File: src/rtl/fpcc_pkg.sv
package fpcc_pkg;
  typedef struct packed {
    logic n;
    logic z;
    logic inf;
    logic nan;
  } fpcc_flags_t;

  typedef enum logic [1:0] {
    OP_TEST = 2'b00,
    OP_ABS  = 2'b01,
    OP_NEG  = 2'b10,
    OP_CMPD = 2'b11
  } fpcc_op_e;
endpackage

File: src/rtl/fpcc_signop.sv
module fpcc_signop #(
  parameter int EXP_W = 15
) (
  input  logic [1:0]     op_sel,
  input  logic [EXP_W:0] in_se,
  output logic [EXP_W:0] out_se
);
  import fpcc_pkg::*;

  fpcc_op_e op;

  always_comb begin
    op     = fpcc_op_e'(op_sel);
    out_se = in_se;
    unique case (op)
      OP_ABS:  out_se[EXP_W] = 1'b0;
      OP_NEG:  out_se[EXP_W] = ~in_se[EXP_W];
      default: out_se = in_se;
    endcase
  end
endmodule

File: src/rtl/fpcc_classify.sv
module fpcc_classify #(
  parameter int EXP_W = 15,
  parameter int MAN_W = 64
) (
  input  logic [EXP_W:0]   val_se,
  input  logic [MAN_W-1:0] val_man,
  output fpcc_pkg::fpcc_flags_t cls
);
  localparam int FRAC_W = MAN_W - 1;

  logic [EXP_W-1:0]  expo;
  logic [FRAC_W-1:0] frac;
  logic exp_min, exp_max, frac_nil;

  always_comb begin
    expo     = val_se[EXP_W-1:0];
    frac     = val_man[FRAC_W-1:0];
    exp_min  = ~|expo;
    exp_max  = &expo;
    frac_nil = ~|frac;
    cls.n    = val_se[EXP_W];
    cls.z    = exp_min & frac_nil;
    cls.inf  = exp_max & frac_nil;
    cls.nan  = exp_max & ~frac_nil;
  end
endmodule

File: src/rtl/fpcc_pred.sv
module fpcc_pred #(
  parameter int CODE_W = 5
) (
  input  logic [CODE_W-1:0]     code,
  input  fpcc_pkg::fpcc_flags_t fl,
  output logic                  hit,
  output logic                  bad
);
  localparam int SEL_W = 4;

  logic [SEL_W-1:0] sel;
  logic n, z, u;

  always_comb begin
    sel = code[SEL_W-1:0];
    n   = fl.n;
    z   = fl.z;
    u   = fl.nan;
    hit = 1'b0;
    bad = 1'b0;
    unique case (sel)
      4'h0: hit = 1'b0;
      4'h1: hit = z;
      4'h2: hit = ~(u | z | n);
      4'h3: hit = z | ~(u | n);
      4'h4: hit = n & ~(u | z);
      4'h5: hit = z | (n & ~u);
      4'hA: hit = u | ~(n | z);
      4'hB: hit = u | z | ~n;
      4'hC: hit = u | (n & ~z);
      4'hD: hit = u | z | n;
      4'hE: hit = ~z;
      4'hF: hit = 1'b1;
      default: begin
        hit = 1'b0;
        bad = 1'b1;
      end
    endcase
  end
endmodule

File: src/rtl/fpcc_unit.sv
module fpcc_unit #(
  parameter int EXP_W  = 15,
  parameter int MAN_W  = 64,
  parameter int CODE_W = 5
) (
  input  logic               clk,
  input  logic               rst_n,
  input  logic               ld_en,
  input  logic [1:0]         op_sel,
  input  logic [EXP_W:0]     src_se,
  input  logic [MAN_W-1:0]   src_man,
  output logic [EXP_W:0]     res_se,
  output logic [MAN_W-1:0]   res_man,
  output logic               flag_n,
  output logic               flag_z,
  output logic               flag_i,
  output logic               flag_nan,
  input  logic [CODE_W-1:0]  pred_code,
  output logic               pred_true,
  output logic               pred_bad
);
  import fpcc_pkg::*;

  fpcc_flags_t cls_w;
  fpcc_flags_t flags_d;
  fpcc_flags_t flags_q;

  fpcc_signop #(.EXP_W(EXP_W)) u_sign (
    .op_sel (op_sel),
    .in_se  (src_se),
    .out_se (res_se)
  );

  assign res_man = src_man;

  fpcc_classify #(.EXP_W(EXP_W), .MAN_W(MAN_W)) u_cls (
    .val_se  (res_se),
    .val_man (res_man),
    .cls     (cls_w)
  );

  always_comb begin
    flags_d = flags_q;
    if (ld_en) flags_d = cls_w;
  end

  always_ff @(posedge clk or negedge rst_n) begin
    if (!rst_n) flags_q <= '0;
    else        flags_q <= flags_d;
  end

  assign flag_n   = flags_q.n;
  assign flag_z   = flags_q.z;
  assign flag_i   = flags_q.inf;
  assign flag_nan = flags_q.nan;

  fpcc_pred #(.CODE_W(CODE_W)) u_pred (
    .code (pred_code),
    .fl   (flags_q),
    .hit  (pred_true),
    .bad  (pred_bad)
  );
endmodule

File: config.mk
export PLATFORM = sky130hd
export DESIGN_NAME = fpcc_unit
export DESIGN_NICKNAME = d
export VERILOG_FILES = /design/src/rtl/fpcc_pkg.sv /design/src/rtl/fpcc_signop.sv /design/src/rtl/fpcc_classify.sv /design/src/rtl/fpcc_pred.sv /design/src/rtl/fpcc_unit.sv
export SDC_FILE = /design/constraint.sdc
export NUM_CORES = 1
export LEC_CHECK = 0
export ABC_AREA = 0
export BUFFER_PORTS_ARGS = -buffer_cell sky130_fd_sc_hd__buf_2
export CAP_MARGIN = 20
export CORE_AREA = 2 2 69 71
export CTS_CLUSTER_DIAMETER = 30
export CTS_CLUSTER_SIZE = 12
export DETAILED_ROUTE_END_ITERATION = 12
export DIE_AREA = 0 0 71 73
export PLACE_DENSITY_LB_ADDON = 0.25
export SETUP_SLACK_MARGIN = 0.15
export SYNTH_ARGS = -nofsm -noshare
export SYNTH_HDL_FRONTEND = slang
export SYNTH_SLANG_ARGS = --single-unit
File: constraint.sdc
create_clock -name clk -period 1.5 [get_ports clk]
set_input_delay 0.3 -clock clk [delete_from_list [all_inputs] [get_ports clk]]
set_output_delay 0.3 -clock clk [all_outputs]
set_load 0.02 [all_outputs]
## After elaboration in Yosys (flattened, before gate mapping)

Index checks and enable logic that the tools add are counted.

| cells by class | value |
|---|---|
| add/sub/neg operators | 0 |
| $mul | 0 |
| div/mod/pow operators | 0 |
| order comparisons | 0 |
| equal/unequal tests | 13 |
| shift-type cells | 0 |
| mux-type cells | 3 |
| bitwise operators | 23 |
| reduce and logical (&&, ||, !) cells | 7 |

Operators with widths:

| cell | number |
|---|---|
| $reduce_or A63 Y1 | 1 |
| $eq A4 B4 Y1 const B | 6 |
| $reduce_and A15 Y1 | 1 |
| $reduce_or A15 Y1 | 1 |
| $reduce_or A12 Y1 | 1 |
| $pmux W1 S11 | 1 |
| $or A1 B1 Y1 | 9 |
| $eq A4 B2 Y1 const B | 2 |
| $eq A4 B3 Y1 const B | 2 |
| $not A1 Y1 | 8 |
| $and A1 B1 Y1 | 6 |
| $eq A4 B1 Y1 const B | 1 |
| $logic_not A4 Y1 | 1 |
| $eq A2 B1 Y1 const B | 1 |
| $eq A2 B2 Y1 const B | 1 |
| $logic_not A1 Y1 | 2 |
| $pmux W1 S2 | 1 |
| $mux W1 | 1 |

| word-level totals | value |
|---|---|
| flip-flop bits (word level) | 4 |
| latch bits | 0 |
| RAM bits | 0 |
| bits in read-only memories | 0 |
| input port bits | 90 |
| output and inout port bits | 86 |
| word-level logic and storage cells | 50 |
| memories kept | 0 |

## Longest topological paths before layout

Gate-level depths: netlist of the first run.

| depth | value |
|---|---|
| depth after elaboration | 4 |
| gate-level depth with buffers | 6 |

## Cells and area by module

From an unflattened synthesis of the first run, not the netlist that was laid out.

| unflattened totals | value |
|---|---|
| cell total of the unflattened synthesis | 148 |
| area total of the unflattened synthesis | 1124.8 µm² |

Modules (own cells, without submodules):

| module | instances | cells an instance | area an instance (µm²) | sequential area each (µm²) |
|---|---|---|---|---|
| fpcc_unit | 1 | 72 | 625.6 | 100.1 |
| fpcc_classify | 1 | 34 | 229.0 | 0.0 |
| fpcc_signop | 1 | 20 | 147.6 | 0.0 |
| fpcc_pred | 1 | 22 | 122.6 | 0.0 |

## Worst setup path before layout of the first run

Ideal clock, no wire load.

| path | value |
|---|---|
| path type | register to output |
| start point | register flags_q, in the netlist flag_z |
| end point | output port pred_true |
| arrival | 1.472 ns |
| path slack | -0.272 ns |
| stages on the path, launching flop included | 4 |
| path buffers | 0 |
| cells stage by stage | dfrtp_1 > inv_1 > or4_1 > o211ai_1 |

| on the way | value |
|---|---|
| cells in the longest elaborated chain, start to end | 4 |

Ends and longest elaborated chain:

| what | line | RTL |
|---|---|---|
| from (decl) | fpcc_unit.sv:26 | `fpcc_flags_t flags_q;` |
| from (signal assigned) | fpcc_unit.sv:49 | `else flags_q <= flags_d;` |
| $not A1 Y1, or another cell as far along | fpcc_pred.sv:30, fpcc_pred.sv:32 |  |
| $and A1 B1 Y1, or another cell as far along | fpcc_pred.sv:30 | `4'hC: hit = u \| (n & ~z);` |
| $or A1 B1 Y1, or another cell as far along | fpcc_pred.sv:30 |  |
| $pmux W1 S11 * | fpcc_pred.sv:21 | `unique case (sel)` |
| to (decl) | fpcc_unit.sv:19 | `output logic pred_true,` |

Every way passes the cells marked *; elsewhere a longest branch is shown, timed or not.

## Worst setup path after layout of the first run

Ends and elaborated chain as after synthesis.

==> summary.txt, run 1 <==
Final hold slack -> 0.331 ns
Leakage -> 1.03 nW
First-pass GRT wire length -> 5.87 mm
Post-synth top area share -> 0.542
WL per Instance -> 13.0 microns
Worst skew pair latency -> 0.21 ns
Most common cell in the netlist -> buf_4
I/O Pins -> 176
Critical path endpoint category -> primary output
Hold Violations, Final -> 0
Vias -> 1,381
Max transition margin -> 0.827
Post-synth EDFFs -> 0
DRT iter0 DRCs -> 8
Largest cells by area after synthesis -> buf_4 (54%), nor4_1 (10%), dfrtp_1 (9.0%), nand4_1 (5.1%), inv_1 (2.0%)
Max Cap Viol -> 0
Mean Syn Cell Area -> 7.48 sq um
Grt ovf -> 0
Crit path max fanout -> 3
Failing checks -> setup timing
Hold WC Path Type -> in -> reg
FF+latch count, synth -> 4
Clock Skew -> 0 ns
Yosys cell types -> 27
Syn nets -> 239
Largest net degree at the start of global routing -> 9
Critical path required time -> 1.20 ns
Syn-to-layout area delta -> 73.9%
Initial Util -> 0.244
Final nets -> 356
Yosys warning count -> 0
Fin. max-slew vios -> 0
Drt first pass iters -> 4
Worst-margin pin slew -> 0.258 ns
Startpoint types -> flop
Place WS -> -0.276 ns
Status -> finished, violations left
GP Congestion -> 0.742
Post-Syn Area -> 1110 sq um
Max Freq -> 0.537 GHz
Asr flop ratio synth -> 1.00
Antenna Cells -> 0
Setup TNS -> -0.363 ns
PwrDens -> 490 nW/um^2
Syn Inst Count -> 148
Reg clk slew, reported paths -> 0.03 ns
Synth top cells by count -> buf_4 (80), nor4_1 (18), nand4_1 (9)
CTS sink cnt -> 4
Fin crit share -> 1.24
Peak supply drop -> 183 uV
Die height -> 73 microns
Remaining antenna violation count -> 0
Fraction of layout cells with a size suffix above 1 -> 0.826
Clk buf depth -> 2
Die X -> 71 microns
Largest area contributor in the netlist -> buf_4
Std-Cell Rows -> 25
Initial antenna violation count -> 0
Routed WL -> 4.14 mm
Port Buffer Count -> 172
Clock root buffer -> clkbuf_8
WP data arrival -> 1.56 ns
Number of global-route vias before repair -> 1,345
Number of buffers created by CTS -> 3
Placeable Area -> 4540 sq um
Tmin final -> 1.86 ns
Htree depth -> 1
Worst Slack Setup Final -> -0.363 ns
Die ar. -> 5180 sq um
Post-synthesis sequential area ratio -> 0.0904
Setup Crit Path Kind -> reg -> out
Via density -> 4.34
Final setup violation count -> 1
DRC errors left -> 0
Pwr Total -> 0.944 mW
GRT Util Overall -> 0.139
Synth Flop Type -> dfrtp_1
DPL Wire Length -> 3.51 mm
TritonCTS clock tree -> done
Unrepaired setup endpoints after global routing -> true
-- power by group --
| group | total [mW] | switching, mW | internal [mW] |
|---|---|---|---|
| logic | 0.591 | 0.333 | 0.258 |
| clock network | 0.238 | 0.0564 | 0.182 |
| registers | 0.115 | 0.00348 | 0.112 |
-- critical path, stage by stage, from the launching register on --
cell and delay [ns]:
dfrtp_2 0.42, nor2_4 0.09, mux2_4 0.29, or3_1 0.30, o211ai_1 0.08, buf_4 0.16
-- worst paths after layout --
path,end,depth (start not counted),slack (ns),start
min reg2reg,flag_i,1,0.49,flag_i
min,flag_n,2,0.33,ld_en
max in group asynchronous,flag_z,2,0.95,rst_n
min in group asynchronous,flag_nan,2,0.42,rst_n
max reg2reg,flag_z,3,0.59,flag_z
max,pred_true,5,-0.36,flag_z
-- timing repair --
item | 4_1_cts | 5_1_grt
hold endpoints to repair | 4 | 0
setup buffers | 1 | 1
resized for setup | 24 | 21
setup endpoints to repair | 5 | 6
pin swaps | 14 | 16
hold buffers | 1 | 0
-- layout by cell type, fill, tap and decap left out, drive strengths merged, types with 2 or more instances in the layout --
cell and instances:
nand2 5, or4 3, o2bb2ai 2, buf 191, inv 6, nor4 19
dfrtp 4, clkbuf 4, nor2 3, a21oi 2, nand4 9
-- layer usage --
| metal | routed length [microns] | vias to the layer above | GRT usage |
|---|---|---|---|
| met5 | 0 | - | 0 |
| met4 | 54 | 0 | 0.0419 |
| met3 | 313 | 4 | 0.0249 |
| met2 | 2280 | 75 | 0.260 |
| met1 | 1500 | 618 | 0.162 |
| li1 | - | 684 | - |
-- cells by family after synthesis --
group,count (synthesis),share of synthesized area
adders and majority gates,1,0.0113
buffers and inverters,86,0.563
and+or+nand+nor,44,0.244
muxes,1,0.0102
AOI/OAI and AO/OA,12,0.0814
DFF,4,0.0904
-- through the flow --
| step | instances | util | area, sq um |
|---|---|---|---|
| 2_1_floorplan | 148 | - | 1160 |
| 3_3_place_gp | 311 | 0.356 | 1620 |
| 3_5_place_dp | 311 | 0.356 | 1620 |
| 4_1_cts | 317 | 0.400 | 1810 |
| 5_1_grt | 318 | 0.425 | 1930 |
| 6_report | 318 | 0.425 | 1930 |
-- flip-flops by register name, indices dropped and copies added (netlist names) --
register,flops
flag_nan,1
flag_i,1
flag_n,1
flag_z,1
-- final cells by class --
| class | count | area, sq um |
|---|---|---|
| Fill cell | 470 | 2610 |
| Timing Repair Buffer | 192 | 1120 |
| Multi-Input combinational cell | 58 | 573 |
| Sequential cell | 4 | 101 |
| Tap cell | 54 | 67.6 |
| Clock buffer | 4 | 45.0 |
| Inverter | 6 | 22.5 |
Power figures use the tool's default switching activity.
==> inputs of run 2 (changes only) <==
--- a/config.mk
+++ b/config.mk
@@ -14,7 +14,6 @@
 export DETAILED_ROUTE_END_ITERATION = 12
 export DIE_AREA = 0 0 71 73
 export PLACE_DENSITY_LB_ADDON = 0.25
-export SETUP_SLACK_MARGIN = 0.15
 export SYNTH_ARGS = -nofsm -noshare
 export SYNTH_HDL_FRONTEND = slang
 export SYNTH_SLANG_ARGS = --single-unit
==> summary.txt, run 2 (synthesis results as in run 1) <==
Hold Violations, Final -> 0 (unchanged)
Startpoint types -> flop
Remaining antenna violation count -> 0 (unchanged)
Commonest non-fill, non-tap cell in the layout -> buf_2
Max transition margin -> 0.826 (about the same)
Crit path max fanout -> 4 (+1)
GRT Util Overall -> 0.141 (+0.00173)
DRC errors left -> 0 (unchanged)
Die height -> 73 microns (unchanged)
CTS sink cnt -> 4 (unchanged)
Fin crit share -> 1.30 (+0.0586)
Leakage -> 1.02 nW (-0.54%)
Max Freq -> 0.512 GHz (-4.5%)
Clk buf depth -> 2 (unchanged)
Most frequent cells in the layout -> buf_2 (160), buf_4 (22), buf_6 (11), nand4_1 (9), nor4_2 (9)
Setup TNS -> -0.451 ns (-0.0879 ns)
Reg clk slew, reported paths -> 0.04 ns (about the same)
TritonCTS clock tree -> done
Htree depth -> 1 (unchanged)
Routed WL -> 4.15 mm (about the same)
I/O Pins -> 176 (unchanged)
Fin util -> 0.412 (-0.0130)
Port Buffer Count -> 172 (unchanged)
Initial antenna violation count -> 0 (unchanged)
GP Congestion -> 0.841 (+13%)
PwrDens -> 498 nW/um^2 (+1.7%)
Setup Crit Path Kind -> reg -> out
Die X -> 71 microns (unchanged)
Via density -> 4.36 (+0.38%)
Fin. max-slew vios -> 0 (unchanged)
Worst Slack Setup Final -> -0.451 ns (-0.0879 ns)
Worst skew pair latency -> 0.21 ns (about the same)
Final setup violation count -> 1 (unchanged)
Reg2reg setup slack -> 0.58 ns (about the same)
Final nets -> 358 (+0.56%)
Fraction of layout cells with a size suffix above 1 -> 0.812 (-0.0137)
Initial Util -> 0.244 (unchanged)
Min-delay src -> src_se[15]
WL per Instance -> 13.0 microns (-0.55%)
Failing checks -> setup timing
Unrepaired setup endpoints after global routing -> true
Clock power share -> 0.260 (+0.008)
Vias -> 1,395 (+1.0%)
Tmin final -> 1.95 ns (+0.0879 ns)
R2R depth -> 3 (unchanged)
Combinational power share -> 0.618 (-0.008)
Std-Cell Rows -> 25 (unchanged)
Peak supply drop -> 165 uV (-9.9%)
WP data arrival -> 1.65 ns (+0.09 ns)
Hold WC Path Type -> in -> reg
Grt ovf -> 0 (unchanged)
Status -> finished, violations left
Number of buffers created by CTS -> 3 (unchanged)
First-pass GRT wire length -> 5.84 mm (-0.46%)
Reg-to-reg endpoint -> flag_z
DPL Wire Length -> 3.52 mm (+0.41%)
Die ar. -> 5180 sq um (unchanged)
Sequential power share -> 0.123 (about the same)
Critical path endpoint category -> primary output
Worst R2R Start -> flag_z
Antenna Cells -> 0 (unchanged)
Worst Hold End -> flag_n
P_sw -> 0.390 mW (-0.76%)
Largest net degree at the start of global routing -> 9 (unchanged)
Clock Skew -> 0 ns (unchanged)
Sw frac -> 0.419 (+0.00289)
Pint -> 0.541 mW (-1.9%)
Drt first pass iters -> 4 (unchanged)
Number of global-route vias before repair -> 1,283 (-4.6%)
Max Cap Viol -> 0 (unchanged)
Hold Path Stages -> 3 (+1)
Clock root buffer -> clkbuf_8
Critical path required time -> 1.20 ns (about the same)
Syn-to-layout area delta -> 68.6%
Worst-margin pin slew -> 0.258 ns (+0.000546 ns)
Placeable Area -> 4540 sq um (unchanged)
DRT iter0 DRCs -> 15 (+7)
[run 2: timing repair]
action                                  in CTS  in global routing
buffers inserted                             0                  1
hold buffers                                 1                  0
gates resized for setup                     16                 14
pin swaps                                   10                  7
endpoints found under the hold margin        4                  0
endpoints found under the setup margin       2                  4
[run 2: cell type report]
type / instances / area (sq um)
Multi-Input combinational cell: 58 / 531
Fill cell: 477 / 2670
Inverter: 6 / 22.5
Clock buffer: 4 / 45.0
Sequential cell: 4 / 101
Tap cell: 54 / 67.6
Timing Repair Buffer: 194 / 1100
[run 2: worst max path at each step]
stage                      endpoint  cells past startpoint  slack, ns         from
after floorplan           pred_true                      3      -0.21       flag_z
after global placement     flag_nan                      5      -0.26  src_man[29]
after detailed placement   flag_nan                      5      -0.25  src_man[29]
after CTS                 pred_true                      5      -0.46       flag_z
after global routing      pred_true                      5      -0.48       flag_z
final                     pred_true                      5      -0.45       flag_z
[run 2: stage by stage]
| step | hold slack (ns) | cells | total power [mW] | area, sq um | worst slack, ns |
|---|---|---|---|---|---|
| detailed placement | 0.112 | 314 | 0.639 | 1630 | -0.250 |
| floorplan | 0.00441 | 148 | 0.489 | 1150 | -0.211 |
| CTS | 0.376 | 319 | 0.914 | 1790 | -0.460 |
| global route | 0.392 | 320 | 0.983 | 1870 | -0.484 |
| finish | 0.375 | 320 | 0.930 | 1870 | -0.451 |
| global placement | 0.116 | 314 | 0.641 | 1630 | -0.261 |
[run 2: critical path, cell delays in order (launching register included)]
cell and delay, ns:
dfrtp_2 0.42, nor2_2 0.13, mux2_4 0.30, or3_1 0.31
o211ai_1 0.10, buf_4 0.17
[run 2: layer usage]
layer  GRT usage  vias up  wire (microns)
li1            -      693               -
met1       0.161      613            1480
met2       0.270       83            2300
met3      0.0193        6             302
met4      0.0440        0              61
met5           0        -               0
[run 2: power groups by stage]
| stage | sequential, mW | combinational (mW) | clock [mW] |
|---|---|---|---|
| floorplan | 0.120 | 0.369 | 0 |
| global placement | 0.115 | 0.526 | 0 |
| detailed placement | 0.115 | 0.524 | 0 |
| CTS | 0.114 | 0.555 | 0.246 |
| global route | 0.114 | 0.614 | 0.254 |
| finish | 0.114 | 0.575 | 0.242 |
